[src/rtl/cal_seq_pkg.sv]
package cal_seq_pkg;
  localparam int unsigned CLAMP_LO = 14;
  localparam int unsigned CLAMP_HI = 76;

  typedef enum logic [1:0] {
    PH_SETTLE = 2'd0,
    PH_CAL    = 2'd1,
    PH_DONE   = 2'd2
  } phase_e;
endpackage

[src/rtl/cal_clk_div.sv]
module cal_clk_div (
  input  logic clk_i,
  input  logic rst_ni,
  input  logic div3_i,
  output logic conv_clk_o,
  output logic tick_o
);
  logic [1:0] cnt_q;
  logic       mode_q;
  logic       clk_q;
  logic       wrap;

  assign wrap       = (cnt_q == (mode_q ? 2'd2 : 2'd1));
  assign tick_o     = wrap;
  assign conv_clk_o = clk_q;

  // mode is only resampled on wrap, so a period is never cut short
  always_ff @(posedge clk_i or negedge rst_ni) begin
    if (!rst_ni) begin
      cnt_q  <= 2'd0;
      mode_q <= 1'b0;
      clk_q  <= 1'b0;
    end else if (wrap) begin
      cnt_q  <= 2'd0;
      mode_q <= div3_i;
      clk_q  <= 1'b1;
    end else begin
      cnt_q  <= cnt_q + 2'd1;
      clk_q  <= 1'b0;
    end
  end

  a_r1_single_high: assert property (@(posedge clk_i) disable iff (!rst_ni)
    conv_clk_o |=> !conv_clk_o);

  a_r2_mode_at_edge: assert property (@(posedge clk_i) disable iff (!rst_ni)
    !$stable(mode_q) |-> conv_clk_o);
endmodule

[src/rtl/cal_ofs_loop.sv]
module cal_ofs_loop
  import cal_seq_pkg::*;
#(
  parameter int unsigned SETTLE_TICKS = 36000,
  parameter int unsigned CAL_TICKS    = 40000,
  parameter int unsigned OFS_W        = 8,
  parameter int unsigned ERR_W        = 6
) (
  input  logic                    clk_i,
  input  logic                    rst_ni,
  input  logic                    tick_i,
  input  logic signed [ERR_W-1:0] err_i,
  output logic signed [OFS_W-1:0] ofs_o,
  output logic                    done_o
);
  localparam int unsigned MAX_TICKS = (SETTLE_TICKS > CAL_TICKS) ? SETTLE_TICKS : CAL_TICKS;
  localparam int unsigned CNT_W     = $clog2(MAX_TICKS + 1);
  localparam logic [CNT_W-1:0] SETTLE_LAST = CNT_W'(SETTLE_TICKS - 1);
  localparam logic [CNT_W-1:0] CAL_LAST    = CNT_W'(CAL_TICKS - 1);
  localparam logic [OFS_W-1:0] OFS_MAX = {1'b0, {(OFS_W-1){1'b1}}};
  localparam logic [OFS_W-1:0] OFS_MIN = {1'b1, {(OFS_W-1){1'b0}}};
  localparam logic [OFS_W-1:0] OFS_ONE = {{(OFS_W-1){1'b0}}, 1'b1};

  phase_e                  state_q;
  logic [CNT_W-1:0]        cnt_q;
  logic signed [OFS_W-1:0] ofs_q;
  logic [OFS_W-1:0]        ofs_nxt;
  logic                    err_pos, err_neg;

  assign err_neg = err_i[ERR_W-1];
  assign err_pos = !err_i[ERR_W-1] && (err_i != '0);

  always_comb begin
    ofs_nxt = ofs_q;
    if (err_pos && (ofs_q != OFS_MAX))      ofs_nxt = ofs_q + OFS_ONE;
    else if (err_neg && (ofs_q != OFS_MIN)) ofs_nxt = ofs_q - OFS_ONE;
  end

  always_ff @(posedge clk_i or negedge rst_ni) begin
    if (!rst_ni) begin
      state_q <= PH_SETTLE;
      cnt_q   <= '0;
      ofs_q   <= '0;
    end else if (tick_i) begin
      case (state_q)
        PH_SETTLE: begin
          if (cnt_q == SETTLE_LAST) begin
            state_q <= PH_CAL;
            cnt_q   <= '0;
          end else begin
            cnt_q <= cnt_q + 1'b1;
          end
        end
        PH_CAL: begin
          ofs_q <= ofs_nxt;
          if (cnt_q == CAL_LAST) state_q <= PH_DONE;
          else                   cnt_q   <= cnt_q + 1'b1;
        end
        default: ;
      endcase
    end
  end

  assign ofs_o  = ofs_q;
  assign done_o = (state_q == PH_DONE);

  a_r7_done_sticky: assert property (@(posedge clk_i) disable iff (!rst_ni)
    done_o |=> done_o);

  a_r6_ofs_moves_in_cal: assert property (@(posedge clk_i) disable iff (!rst_ni)
    (ofs_q != $past(ofs_q)) |-> $past(state_q == PH_CAL && tick_i));
endmodule

[src/rtl/cal_code_sum.sv]
module cal_code_sum
  import cal_seq_pkg::*;
#(
  parameter int unsigned CLAMP_W = 7,
  parameter int unsigned OFS_W   = 8,
  parameter int unsigned DAC_W   = 8
) (
  input  logic                    clk_i,
  input  logic                    rst_ni,
  input  logic [CLAMP_W-1:0]      clamp_i,
  input  logic signed [OFS_W-1:0] ofs_i,
  output logic [DAC_W-1:0]        dac_o
);
  localparam int unsigned W1    = (CLAMP_W > OFS_W) ? CLAMP_W : OFS_W;
  localparam int unsigned SUM_W = ((W1 > DAC_W) ? W1 : DAC_W) + 2;
  localparam logic signed [SUM_W-1:0] DAC_MAX_S = SUM_W'((1 << DAC_W) - 1);

  logic [CLAMP_W-1:0]      clamp_lim;
  logic signed [SUM_W-1:0] sum_s;
  logic [DAC_W-1:0]        code_d;
  logic [DAC_W-1:0]        dac_q;

  always_comb begin
    if (clamp_i < CLAMP_W'(CLAMP_LO))      clamp_lim = CLAMP_W'(CLAMP_LO);
    else if (clamp_i > CLAMP_W'(CLAMP_HI)) clamp_lim = CLAMP_W'(CLAMP_HI);
    else                                   clamp_lim = clamp_i;
  end

  assign sum_s = $signed({{(SUM_W-CLAMP_W){1'b0}}, clamp_lim})
               + $signed({{(SUM_W-OFS_W){ofs_i[OFS_W-1]}}, ofs_i});

  always_comb begin
    if (sum_s[SUM_W-1])         code_d = '0;
    else if (sum_s > DAC_MAX_S) code_d = '1;
    else                        code_d = sum_s[DAC_W-1:0];
  end

  always_ff @(posedge clk_i or negedge rst_ni) begin
    if (!rst_ni) dac_q <= '0;
    else         dac_q <= code_d;
  end

  assign dac_o = dac_q;

  // clamp floor is 14, so a zero code needs a negative offset
  a_r9_zero_needs_neg: assert property (@(posedge clk_i) disable iff (!rst_ni)
    ($past(rst_ni) && dac_o == '0) |-> ($past(ofs_i) < 0));
endmodule

[src/rtl/black_cal_seq.sv]
module black_cal_seq #(
  parameter int unsigned DAC_W        = 8,
  parameter int unsigned OFS_W        = 8,
  parameter int unsigned ERR_W        = 6,
  parameter int unsigned CLAMP_W      = 7,
  parameter int unsigned SETTLE_TICKS = 36000,
  parameter int unsigned CAL_TICKS    = 40000
) (
  input  logic                    clk_i,
  input  logic                    rst_ni,
  input  logic                    div3_sel_i,
  input  logic [CLAMP_W-1:0]      clamp_tgt_i,
  input  logic signed [ERR_W-1:0] err_i,
  output logic                    conv_clk_o,
  output logic [DAC_W-1:0]        dac_code_o,
  output logic                    cal_done_o
);
  logic                    tick;
  logic signed [OFS_W-1:0] ofs;

  cal_clk_div u_div (
    .clk_i      (clk_i),
    .rst_ni     (rst_ni),
    .div3_i     (div3_sel_i),
    .conv_clk_o (conv_clk_o),
    .tick_o     (tick)
  );

  cal_ofs_loop #(
    .SETTLE_TICKS (SETTLE_TICKS),
    .CAL_TICKS    (CAL_TICKS),
    .OFS_W        (OFS_W),
    .ERR_W        (ERR_W)
  ) u_loop (
    .clk_i  (clk_i),
    .rst_ni (rst_ni),
    .tick_i (tick),
    .err_i  (err_i),
    .ofs_o  (ofs),
    .done_o (cal_done_o)
  );

  cal_code_sum #(
    .CLAMP_W (CLAMP_W),
    .OFS_W   (OFS_W),
    .DAC_W   (DAC_W)
  ) u_sum (
    .clk_i   (clk_i),
    .rst_ni  (rst_ni),
    .clamp_i (clamp_tgt_i),
    .ofs_i   (ofs),
    .dac_o   (dac_code_o)
  );
endmodule

[config.mk]
export PLATFORM = sky130hd
export DESIGN_NAME = black_cal_seq
export DESIGN_NICKNAME = d
export VERILOG_FILES = /design/src/rtl/cal_seq_pkg.sv /design/src/rtl/cal_clk_div.sv /design/src/rtl/cal_ofs_loop.sv /design/src/rtl/cal_code_sum.sv /design/src/rtl/black_cal_seq.sv
export SDC_FILE = /design/constraint.sdc
export NUM_CORES = 1
export LEC_CHECK = 0
export BUFFER_PORTS_ARGS = -buffer_cell sky130_fd_sc_hd__buf_2
export CORE_MARGIN = 10
export CORE_UTILIZATION = 58
export DETAILED_ROUTE_END_ITERATION = 12
export GPL_TIMING_DRIVEN = 0
export MAX_ROUTING_LAYER = met4
export PLACE_DENSITY_LB_ADDON = 0.1
export SYNTH_ARGS = -nofsm -noshare
export SYNTH_HDL_FRONTEND = slang
export SYNTH_SLANG_ARGS = --single-unit
[constraint.sdc]
create_clock -name clk_i -period 3.3 [get_ports clk_i]
set_input_delay 0.66 -clock clk_i [delete_from_list [all_inputs] [get_ports clk_i]]
set_output_delay 0.66 -clock clk_i [all_outputs]
set_load 0.03 [all_outputs]
# Word level (Yosys, flattened, before mapping)
# Index checks and enable logic that the tools add are counted.
# totals
register_bits	38
inputBits	16
output_inout_bits	10
elab_cells	51
# op_classes
n_addsub	5
n_lt_le_gt_ge	3
n_eq_ne	10
n_mux	15
n_reduce_logical	11
# ops
operator	count
$eq 16x16->1 const B	2
$mux 16	2
$mux 8	4
$pmux 16 s2	1
$add 16x1->16 const B	1
$mux 7	2
$gt 10x9->1 const B	1
$add 8x8->9	1
$add 8x1->8 const B	1
$mux 2	4
$ne 8x7->1 const B	1
$ne 8x8->1 const B	1
$sub 8x1->8 const B	1
$gt 7x7->1 const B	1
$lt 7x4->1 const B	1
$reduce_and 3->1	2
$reduce_bool 6->1	1
$ne 2x1->1 const B	2
$pmux 2 s2	1
$reduce_and 4->1	1
$reduce_bool 2->1	2
$logic_and 1x1->1	3
$add 2x1->2 const B	1
$eq 2x1->1 const B	1
other kinds (6)	6

# Depth between registers and ports, before layout
# Gate-level depths: netlist of the first run.
# logic_depth
depth_word	7
mapped_depth	12
ltp_nobuf	12

# Hierarchy
# A second synthesis of the first run with hierarchy kept.
# hier_totals
hier_cells	244
hier_area_um2	2412.3
# by_module_without_submodules
module	n_inst	cells_each	area_per_inst_um2	seq_area_each_um2
cal_ofs_loop	1	159	1605.3	650.6
cal_code_sum	1	69	648.1	200.2
cal_clk_div	1	16	158.9	100.1

# Worst setup path before layout of the first run
# No wires, ideal clock.
# synth_timing
path_type	in2reg
startpoint	input port err_i[2]
endpoint	register u_loop.ofs_q[7], in the netlist u_loop.ofs_o[7]
setup_time_ps	79
arrival_time_ps	2772
required_ps	3221
slack_ps	449
stages	11
path_buffers	0
cell_sequence	or4_1 -> nor2_1 -> nor3_1 -> inv_1 -> ha_1 -> a21o_1 -> a21oi_1 -> o21ai_0 -> a31oi_1 -> mux2i_1 -> xor2_1
# synth_between
elab_chain_len	5
elab_cells_between_ends	6
classes_between	1 x mux; 5 x reduce/logical
# synth_rtl
item	line_no	rtl
start: declaration	black_cal_seq.sv:13	input logic signed [ERR_W-1:0] err_i,
$reduce_bool 6->1 (*)	cal_ofs_loop.sv:31	assign err_pos = !err_i[ERR_W-1] && (err_i != '0);
$logic_and 1x1->1 (*)	cal_ofs_loop.sv:31	
$logic_and 1x1->1 (*)	cal_ofs_loop.sv:35	if (err_pos && (ofs_q != OFS_MAX)) ofs_nxt = ofs_q + OFS_ONE;
$reduce_bool 2->1 (no line)	-	
$reduce_and 3->1 (no line)	-	
end signal: assignment	cal_ofs_loop.sv:55	ofs_q <= ofs_nxt;
end: declaration	cal_ofs_loop.sv:26	logic signed [OFS_W-1:0] ofs_q;
# Mark *: on every way between the ends. The rest lies on a longest branch, timed or not.
# A chain may end at the register's enable or synchronous reset.

# Worst setup path in the final report of the first run
# Same ends and word-level chain as after synthesis.

==> results.py, run 1 <==
metrics = {
    "cells_and_area": {
        "utilization_pct": 66.1,
        "final_layout_size_suffix_gt1_share_pct": 15.8,
        "multiInputGateArea_mm2": 0.00131,
        "layout.nets": 315,
        "final_cell_mix": "38 x dfrtp_1, 25 x buf_2, 24 x o21ai_0",
        "final_common_cell": "dfrtp_1",
        "regArea_um2": 951,
        "n_fill_cell": 348,
        "area_growth_pct": 11.9,
        "insertedDiodeCount": 0,
    },
    "synthesis": {
        "ys_warn_count": 0,
        "ys_seq_elements": 38,
        "syn-cell-area_mm2": 0.00235,
        "synth_top_area_share_pct": 40.5,
        "synth_fp_nets": 283,
        "post-synth-top-area-cell": "dfrtp_1",
        "synthFlopType": "dfrtp_1",
        "syn_avg_cell_area_um2": 9.35,
        "ys_async_sr_fraction_pct": 100,
        "ys_types": 47,
        "synth_seq_area_share_pct": 40.5,
        "synth-edff-count": 0,
        "syn_inst": 251,
        "yosys-top-cells-area": "dfrtp_1 41%, ha_1 7.5%, o21ai_0 5.1%",
    },
    "placement": {
        "gp_congestion": 0.890,
        "hpwl_mm": 3.61,
        "io_buffers": 25,
    },
    "timing": {
        "grt_setup_unrepaired": "false",
        "finalMaxSlewViolations": 0,
        "hold_viol_final": 0,
        "fmax_mhz": 337,
        "tightest_slew_ps": 819,
        "period_share_pct": 89.9,
        "setup_viol": 0,
        "min_period_ps": 2970,
        "max_slew_margin_pct": 45.4,
        "fin_skew_ps": 5.98,
    },
    "power_and_ir_drop": {
        "power.leakage_nw": 1.20,
        "clkPwrFrac_pct": 27.6,
        "powerDensity_mw_per_mm2": 450,
        "p_total_mw": 1.18,
        "swShare_pct": 32.6,
        "power_frac_comb_pct": 23.8,
        "p_switching_mw": 0.386,
        "power_frac_seq_pct": 48.6,
        "ir_drop_mv": 0.223,
        "internal_power_mw": 0.796,
    },
    "cts": {
        "cts_buffer_depth": 2,
        "cts_resized": 0,
        "cts.sinks": 38,
        "cts.clk_slew.worst_paths_ps": 70,
        "cts_tree": "done",
        "cts_inserted_buffers": 5,
        "h-tree-depth": 2,
        "cts_root_buf": "clkbuf_8",
        "cts_hold_buf": 0,
        "post_cts_buffers": 0,
        "clk_latency_ps": 290,
    },
    "critical_path": {
        "regToRegSetupSlack_ps": 390,
        "cp_cell_sequence": "buf_2 > or4_1 > nor2_1 > nor3_1 > inv_1 > ha_1 > a21o_1 > a21oi_1 > o21ai_0 > a31oi_1 > mux2i_1 > xor2_1",
        "critPathLaunch": "err_i[2]",
        "worstPathArrival_ps": 3180,
        "critPathKind": "input port to flop",
        "path_max_fanout": 7,
        "cp.required_ps": 3510,
        "crit_path_top_delay_cell": "or4_1",
        "start_kind": "input port",
        "r2r_start": "u_loop.ofs_o[7]$_DFFE_PN0P_",
        "rr_worst_depth": 12,
        "r2r-end": "u_loop.ofs_o[7]$_DFFE_PN0P_",
        "crit_end": "u_loop.ofs_o[7]$_DFFE_PN0P_",
        "cp-end-kind": "flop",
        "cpPeakStageDelay_ps": 500,
    },
    "routing": {
        "wl_per_cell_um": 14.2,
        "wl_met3_um": 133,
        "wl_met1_mm": 2.29,
        "finalWirelength_mm": 4.73,
        "drc": 0,
        "vias_per_cell": 5.60,
        "vias": 1869,
        "wl_met2_mm": 2.24,
        "antenna_left": 0,
        "firstDrtPassIters": 4,
        "drt_iter0_markers": 121,
        "top_layer": "met4",
    },
    "die": {
        "die_w_um": 83.6,
        "die-area_mm2": 0.00699,
        "start_util_pct": 59.1,
        "die_y_um": 83.6,
        "core_region_area_mm2": 0.00397,
        "row_count": 23,
        "boundaryPins": 26,
    },
    "global_routing": {
        "grt_util_all_layers_pct": 14.2,
        "grt_pass1_vias": 1834,
        "antenna_found_initial": 0,
        "gr-total-overflow": 0,
        "grt_pass1_wl_mm": 8.29,
        "grt_max_degree": 39,
    },
    "run": {
        "drv_cap": 0,
    },
    "worst_hold_path": {
        "hold_class": "input port to async pin",
    },
    "run_status": {
        "status": "finished, final reports clean",
    },
}
-- layer usage --
layer	global-route usage, %	vias to the layer above
met4	4.57	0
met2	22.6	25
met1	17.1	870
li1	-	967
met5	-	-
met3	3.52	7
-- sequential cells by signal, indices dropped and copies added, names as in the netlist --
signal,flops
u_div.cnt_q,2
u_div.conv_clk_o,1
u_loop.state_q,2
u_sum.dac_o,8
u_div.mode_q,1
u_loop.ofs_o,8
u_loop.cnt_q,16
-- power groups by stage --
stage | Combinational, mW | Sequential, mW | Clock [mW]
4_1_cts | 0.284 | 0.573 | 0.332
6_report | 0.281 | 0.574 | 0.326
2_1_floorplan | 0.187 | 0.591 | 0
3_3_place_gp | 0.278 | 0.582 | 0
3_5_place_dp | 0.283 | 0.582 | 0
5_1_grt | 0.314 | 0.582 | 0.359
-- final cells by class --
class / count / area share (%)
repair buffers: 25 / 4.77
multi-input cells: 195 / 49.9
well taps: 50 / 2.38
plain buffers: 6 / 1.57
clock buffers: 7 / 3.29
clock inverters: 1 / 0.191
inverters: 12 / 1.72
flip-flops and latches: 38 / 36.2
-- synthesized netlist by cell type (3+ instances only) --
cell type	count
nor3_1	8
a31oi_1	5
nand3_1	11
o31ai_1	6
nand2_1	19
xnor2_1	12
o21ai_0	24
inv_1	12
clkbuf_1	3
nand2b_1	4
nor2_1	14
ha_1	14
a21o_1	6
nor2b_1	7
a21oi_1	16
and2_1	3
xor2_1	5
o211ai_1	3
nand4_1	5
dfrtp_1	38
-- metrics by stage --
step	area [um^2]	hold slack [ps]	setup TNS [ps]	setup slack [ps]	cells
after detailed placement	2530	484	-10.6	-10.6	326
after CTS	2630	491	0	280	334
final	2630	462	0	332	334
after global routing	2630	518	0	91.1	334
after global placement	2530	476	0	54.2	326
after floorplan	2350	364	0	449	251
-- worst max-delay path: cells and delay by family --
kind,cells,cell delay (ps)
simple gates,3,730
xor+xnor,1,160
buf+inv,2,310
mux,1,250
fa+ha+maj,1,330
compound gates,4,720
-- cell families after synthesis --
logic type	share of synthesized area, %
xor+xnor	6.35
flops	40.5
simple gates	20.1
mux	0.907
compound gates	19.3
buf+inv	3.68
fa+ha+maj	9.17
-- how the worst min path moves through the flow --
stage,from,slack (ps),to,depth (start not counted)
floorplan,rst_ni,360,u_div.cnt_q[0]$_DFF_PN0_,0
global placement,u_div.cnt_q[0]$_DFF_PN0_,480,u_div.cnt_q[0]$_DFF_PN0_,1
detailed placement,u_div.cnt_q[0]$_DFF_PN0_,480,u_div.cnt_q[0]$_DFF_PN0_,1
CTS,rst_ni,490,u_loop.cnt_q[15]$_DFFE_PN0P_,1
global route,u_loop.cnt_q[15]$_DFFE_PN0P_,520,u_loop.cnt_q[15]$_DFFE_PN0P_,1
finish,rst_ni,460,u_div.mode_q$_DFFE_PN0P_,1
Power figures use the tool's default switching activity.
==> run 2, diff against run 1 <==
CORE_UTILIZATION = 63   (was 58)
clock period = 3.8 ns   (was 3.3 ns; I/O delays follow)
==> run 2 against run 1 <==
  * Clock skew fell by 3.3 ps
  * First-iteration DRC count fell by 29%
  * Core utilization rose by 7.5 points
  * Sequential share of layout area fell by 0.66 points
  * Highest routed layer unchanged
  * Global-route usage rose by 2.7 points
  * Combinational power fell by 15%
  * Register-to-register slack improved by 410 ps
  * Critical endpoint unchanged
  * Setup slack improved by 400 ps
  * Hold slack improved by 15 ps
  * Wire length rose by 3.3%
  * Cell area rose by 1.9%
==> results.py, run 2 (synthesized netlist as in run 1, its figures left out) <==
metrics = {
    "run_status": {
        "status": "finished, final reports clean",
    },
    "critical_path": {
        "start_kind": "input port",
        "cpPeakStageDelay_ps": 530,
        "path_buf_inv": 2,
        "path_max_fanout": 7,
        "rr_worst_depth": 12,
        "r2r-end": "u_loop.ofs_o[7]$_DFFE_PN0P_",
        "cp.depth": 12,
        "r2r_start": "u_loop.ofs_o[7]$_DFFE_PN0P_",
        "cp-end-kind": "flop",
        "crit_path_top_delay_cell": "or4_1",
        "cp_cell_sequence": "buf_2 > or4_1 > nor2_1 > nor3_1 > inv_1 > ha_1 > a21o_1 > a21oi_1 > o21ai_0 > a31oi_1 > mux2i_1 > xor2_1",
        "cp.required_ps": 4020,
        "crit_end": "u_loop.ofs_o[7]$_DFFE_PN0P_",
        "critPathLaunch": "err_i[2]",
        "crit_family": "compound AO/OA/AOI/OAI gates",
        "worstPathArrival_ps": 3290,
        "regToRegSetupSlack_ps": 800,
        "critPathKind": "input port to flop",
    },
    "power_and_ir_drop": {
        "swShare_pct": 29.0,
        "powerDensity_mw_per_mm2": 435,
        "power_frac_seq_pct": 43.1,
        "ir_drop_mv": 0.325,
        "internal_power_mw": 0.826,
        "clkPwrFrac_pct": 36.2,
        "power_frac_comb_pct": 20.7,
        "p_switching_mw": 0.338,
        "power.leakage_nw": 1.22,
    },
    "cells_and_area": {
        "layout.nets": 315,
        "area_growth_pct": 14.0,
        "final_common_cell": "dfrtp_1",
        "insertedDiodeCount": 0,
        "multiInputGateArea_mm2": 0.00131,
        "final_cell_mix": "38 x dfrtp_1, 25 x buf_2, 24 x o21ai_0",
        "regMostFlops": "u_loop.cnt_q",
        "final_layout_size_suffix_gt1_share_pct": 16.2,
        "largest_reg_flops": 16,
        "n_fill_cell": 278,
        "regArea_um2": 951,
    },
    "timing": {
        "grt_setup_unrepaired": "false",
        "finalMaxSlewViolations": 0,
        "min_period_ps": 3070,
        "fmax_mhz": 326,
        "period_share_pct": 80.7,
        "setup_viol": 0,
        "fin_skew_ps": 2.64,
        "hold_viol_final": 0,
        "max_slew_margin_pct": 44.8,
        "tns_ps": 0,
        "fin_ws_ps": 735,
        "tightest_slew_ps": 828,
    },
    "placement": {
        "gp_congestion": 0.823,
        "io_buffers": 25,
        "place_ws_ps": 465,
        "hpwl_mm": 3.72,
    },
    "worst_hold_path": {
        "hold_class": "flop to flop",
    },
    "cts": {
        "cts_root_buf": "clkbuf_8",
        "h-tree-depth": 2,
        "cts.clk_slew.worst_paths_ps": 70,
        "post_cts_buffers": 0,
        "cts_tree": "done",
        "cts_hold_buf": 0,
        "cts.sinks": 38,
        "clk_latency_ps": 290,
        "cts_resized": 0,
        "cts_buffer_depth": 2,
        "cts_inserted_buffers": 5,
    },
    "die": {
        "die_y_um": 81.0,
        "row_count": 22,
        "die-area_mm2": 0.00657,
        "core_region_area_mm2": 0.00363,
        "start_util_pct": 64.6,
        "die_w_um": 81.0,
        "boundaryPins": 26,
    },
    "routing": {
        "drc": 0,
        "vias": 1930,
        "finalWirelength_mm": 4.89,
        "vias_per_cell": 5.81,
        "drt_iter0_markers": 86,
        "firstDrtPassIters": 4,
        "antenna_left": 0,
        "wl_per_cell_um": 14.7,
    },
    "global_routing": {
        "grt_pass1_vias": 1846,
        "grt_max_degree": 39,
        "grt_util_all_layers_pct": 16.8,
        "grt_pass1_wl_mm": 8.51,
        "gr-total-overflow": 0,
        "antenna_found_initial": 0,
    },
    "run": {
        "drv_cap": 0,
    },
}
run 2: cell count changes in the layout (fill, tap and decap cells not counted):
cell and change:
clkbuf_1 -1, clkinv_2 -1, bufinv_16 +2
run 2: power groups by stage:
stage	Combinational (mW)	Clock, mW	Sequential, mW
global route	0.270	0.448	0.510
CTS	0.243	0.431	0.501
global placement	0.236	0	0.506
detailed placement	0.242	0	0.509
finish	0.240	0.422	0.501
floorplan	0.162	0	0.513
run 2: routing by layer:
metal  wire length, um  part of all wire (%)  track usage (%)
met5                 0                     0                -
met2              2310                    47             25.9
met3               305                   6.2             4.53
met4                65                   1.3             6.06
met1              2210                    45             20.8
run 2: worst register-to-register path, cell delays in order (launching register included):
cell	delay (ps)
dfrtp_1	320
clkbuf_1	300
nand4b_1	170
nor2_1	50
nor3_1	290
inv_1	250
ha_1	390
a21o_1	190
a21oi_1	130
o21ai_0	150
a31oi_1	270
mux2i_1	260
xor2_1	150
run 2: worst min-delay path by stage:
stage / startpoint / endpoint / slack, ps / depth (start not counted)
detailed placement: u_loop.cnt_q[15]$_DFFE_PN0P_ / u_loop.cnt_q[15]$_DFFE_PN0P_ / 470 / 1
floorplan: u_loop.cnt_q[15]$_DFFE_PN0P_ / u_loop.cnt_q[15]$_DFFE_PN0P_ / 450 / 1
global placement: u_loop.cnt_q[15]$_DFFE_PN0P_ / u_loop.cnt_q[15]$_DFFE_PN0P_ / 470 / 1
global route: u_loop.cnt_q[15]$_DFFE_PN0P_ / u_loop.cnt_q[15]$_DFFE_PN0P_ / 520 / 1
finish: u_div.cnt_q[0]$_DFF_PN0_ / u_div.cnt_q[0]$_DFF_PN0_ / 480 / 1
CTS: u_div.cnt_q[0]$_DFF_PN0_ / u_div.cnt_q[0]$_DFF_PN0_ / 480 / 1
run 2: area by class of cell:
type	count	area share, %
buffer	6	1.54
clock buffer	6	3.09
clock inverter	2	2.25
inverter	12	1.68
multi-input combinational	195	48.9
sequential	38	35.6
tap	48	2.25
timing repair buffer	25	4.68
run 2: through the flow:
step	cell area (um^2)	hold slack (ps)	instances	power, mW	util [%]
2_1_floorplan	2350	445	251	0.675	-
5_1_grt	2670	519	332	1.23	73.6
4_1_cts	2670	482	332	1.18	73.6
6_report	2670	477	332	1.16	73.6
3_3_place_gp	2530	473	324	0.741	69.7
3_5_place_dp	2530	471	324	0.751	69.7
==> run 3, diff against run 2 <==
CORE_UTILIZATION = 58   (was 63)
clock period = 3 ns   (was 3.8 ns; I/O delays follow)
==> run 3 against run 2 <==
  * First-iteration DRC count rose by 37%
  * Register-to-register slack got worse by 400 ps
  * Sequential cell count did not move
  * Via count fell by 3.4%
  * Cell area fell by 1.7%
  * Combinational power rose by 30%
  * Critical path depth did not move
  * Global-route usage fell by 2.7 points
  * Largest cell class unchanged
  * Wire length fell by 3.1%
  * Clock power fell by 15%
  * Clock-buffer cell count rose by 1
  * Setup slack got worse by 550 ps
==> results.py, run 3 (synthesized netlist as in run 1, its figures left out) <==
metrics = {
    "power_and_ir_drop": {
        "power.leakage_nw": 1.20,
        "ir_drop_mv": 0.245,
        "powerDensity_mw_per_mm2": 495,
    },
    "critical_path": {
        "start_kind": "input port",
        "path_max_fanout": 7,
        "worstPathArrival_ps": 3030,
        "cp.required_ps": 3210,
        "critPathLaunch": "err_i[2]",
        "r2r_start": "u_loop.ofs_o[7]$_DFFE_PN0P_",
        "crit_path_top_delay_cell": "or4_1",
        "critPathKind": "input port to flop",
        "cp_cell_sequence": "buf_2 > or4_1 > nor2_1 > nor3_2 > inv_2 > ha_1 > a21o_1 > a21oi_1 > o21ai_0 > a31oi_1 > mux2i_1 > xor2_1",
        "cpPeakStageDelay_ps": 500,
        "cp-end-kind": "flop",
        "crit_family": "simple AND/OR/NAND/NOR gates",
        "path_buf_inv": 2,
    },
    "timing": {
        "min_period_ps": 2810,
        "fmax_mhz": 355,
        "finalMaxSlewViolations": 0,
        "grt_setup_unrepaired": "false",
        "fin_ws_ps": 185,
        "hold_viol_final": 0,
        "fin_skew_ps": 6.37,
        "tightest_slew_ps": 813,
        "setup_viol": 0,
        "max_slew_margin_pct": 45.8,
        "period_share_pct": 93.8,
    },
    "global_routing": {
        "antenna_found_initial": 0,
        "grt_pass1_wl_mm": 8.29,
        "grt_pass1_vias": 1834,
        "gr-total-overflow": 0,
        "grt_util_all_layers_pct": 14.2,
        "grt_max_degree": 39,
    },
    "placement": {
        "place_ws_ps": -251,
        "gp_congestion": 0.890,
        "io_buffers": 25,
        "placed_area_mm2": 0.00253,
        "hpwl_mm": 3.61,
    },
    "die": {
        "start_util_pct": 59.1,
        "core_region_area_mm2": 0.00397,
        "boundaryPins": 26,
        "row_count": 23,
        "die-area_mm2": 0.00699,
        "die_y_um": 83.6,
        "die_w_um": 83.6,
    },
    "cts": {
        "cts_tree": "done",
        "h-tree-depth": 2,
        "cts_buffer_depth": 2,
        "cts_root_buf": "clkbuf_8",
        "cts_inserted_buffers": 5,
        "cts_resized": 0,
        "cts.sinks": 38,
        "cts_hold_buf": 0,
        "clk_latency_ps": 290,
        "cts.clk_slew.worst_paths_ps": 70,
        "post_cts_buffers": 0,
    },
    "cells_and_area": {
        "postLayoutCellArea_mm2": 0.00263,
        "final_layout_size_suffix_gt1_share_pct": 17.0,
        "area_growth_pct": 12.1,
        "final_common_cell": "dfrtp_1",
        "regMostFlops": "u_loop.cnt_q",
        "largest_reg_flops": 16,
        "layout.nets": 314,
        "final_cell_mix": "38 x dfrtp_1, 25 x buf_2, 24 x o21ai_0",
        "n_fill_cell": 344,
        "insertedDiodeCount": 0,
    },
    "routing": {
        "drc": 0,
        "antenna_left": 0,
        "vias_per_cell": 5.60,
        "firstDrtPassIters": 5,
        "vias": 1865,
        "wl_per_cell_um": 14.2,
        "drt_iter0_markers": 118,
        "finalWirelength_mm": 4.74,
    },
    "run": {
        "drv_cap": 0,
    },
    "run_status": {
        "status": "finished, final reports clean",
    },
    "worst_hold_path": {
        "hold_class": "input port to async pin",
    },
}
==> run 3: changes by cell type in the layout (fill, tap and decap cells not counted) <==
| cell | before | now |
|---|---|---|
| bufinv_16 | 2 | 0 |
| clkinv_2 | 0 | 1 |
| inv_1 | 12 | 11 |
| inv_2 | 0 | 1 |
| nor2_1 | 14 | 13 |
| nor2_2 | 2 | 3 |
| nor3_1 | 8 | 7 |
| nor3_2 | 1 | 2 |
==> run 3: metrics by stage <==
step	TNS (ps)	utilization (%)	hold WS [ps]	total power, mW	cells
final	0	66.2	400	1.30	333
after global placement	-445	63.8	476	0.946	326
after floorplan	0	-	304	0.856	251
after global routing	0	66.2	483	1.38	333
after CTS	0	66.1	431	1.31	334
after detailed placement	-776	63.8	484	0.952	326
==> run 3: final timing paths <==
kind	endpoint	slack [ps]	depth (start not counted)
worst max-delay path	u_loop.ofs_o[7]$_DFFE_PN0P_	190	12
worst min-delay path	u_div.mode_q$_DFFE_PN0P_	400	1
worst max register to register	u_loop.ofs_o[7]$_DFFE_PN0P_	400	11
worst min register to register	u_div.cnt_q[0]$_DFF_PN0_	490	1
max in group asynchronous	u_sum.dac_o[2]$_DFF_PN0_	2090	1
min in group clk_i	u_div.cnt_q[0]$_DFF_PN0_	490	1
==> run 3: layout make-up <==
cell class              instances  area, um^2  area share, %
multi-input cells             195        1320           50.1
flip-flops and latches         38         951           36.2
repair buffers                 25         125           4.76
clock buffers                   7        86.3           3.28
well taps                      50        62.6           2.38
inverters                      12        45.0           1.71
plain buffers                   5        37.5           1.43
clock inverters                 1        5.00          0.190
==> run 3: where the power goes <==
| part | leakage (nW) | switching, mW | internal, mW |
|---|---|---|---|
| Sequential | 0.502 | 0.0586 | 0.574 |
| Combinational | 0.649 | 0.194 | 0.117 |
| Clock | 0.0482 | 0.174 | 0.185 |
| Total | 1.20 | 0.426 | 0.876 |
==> run 3: worst register-to-register path: stages (launching register included) <==
cell	delay, ps
dfrtp_1	500
nand4b_1	150
nor2_1	60
nor3_2	180
inv_2	130
ha_1	350
a21o_1	190
a21oi_1	120
o21ai_0	140
a31oi_1	270
mux2i_1	250
xor2_1	160
==> run 3: layer usage <==
layer	track usage [%]	wire length, um	vias to the layer above
met2	22.6	2230	36
met5	-	0	-
met3	3.52	149	7
met1	17.1	2290	859
li1	-	-	963
met4	4.57	59	0
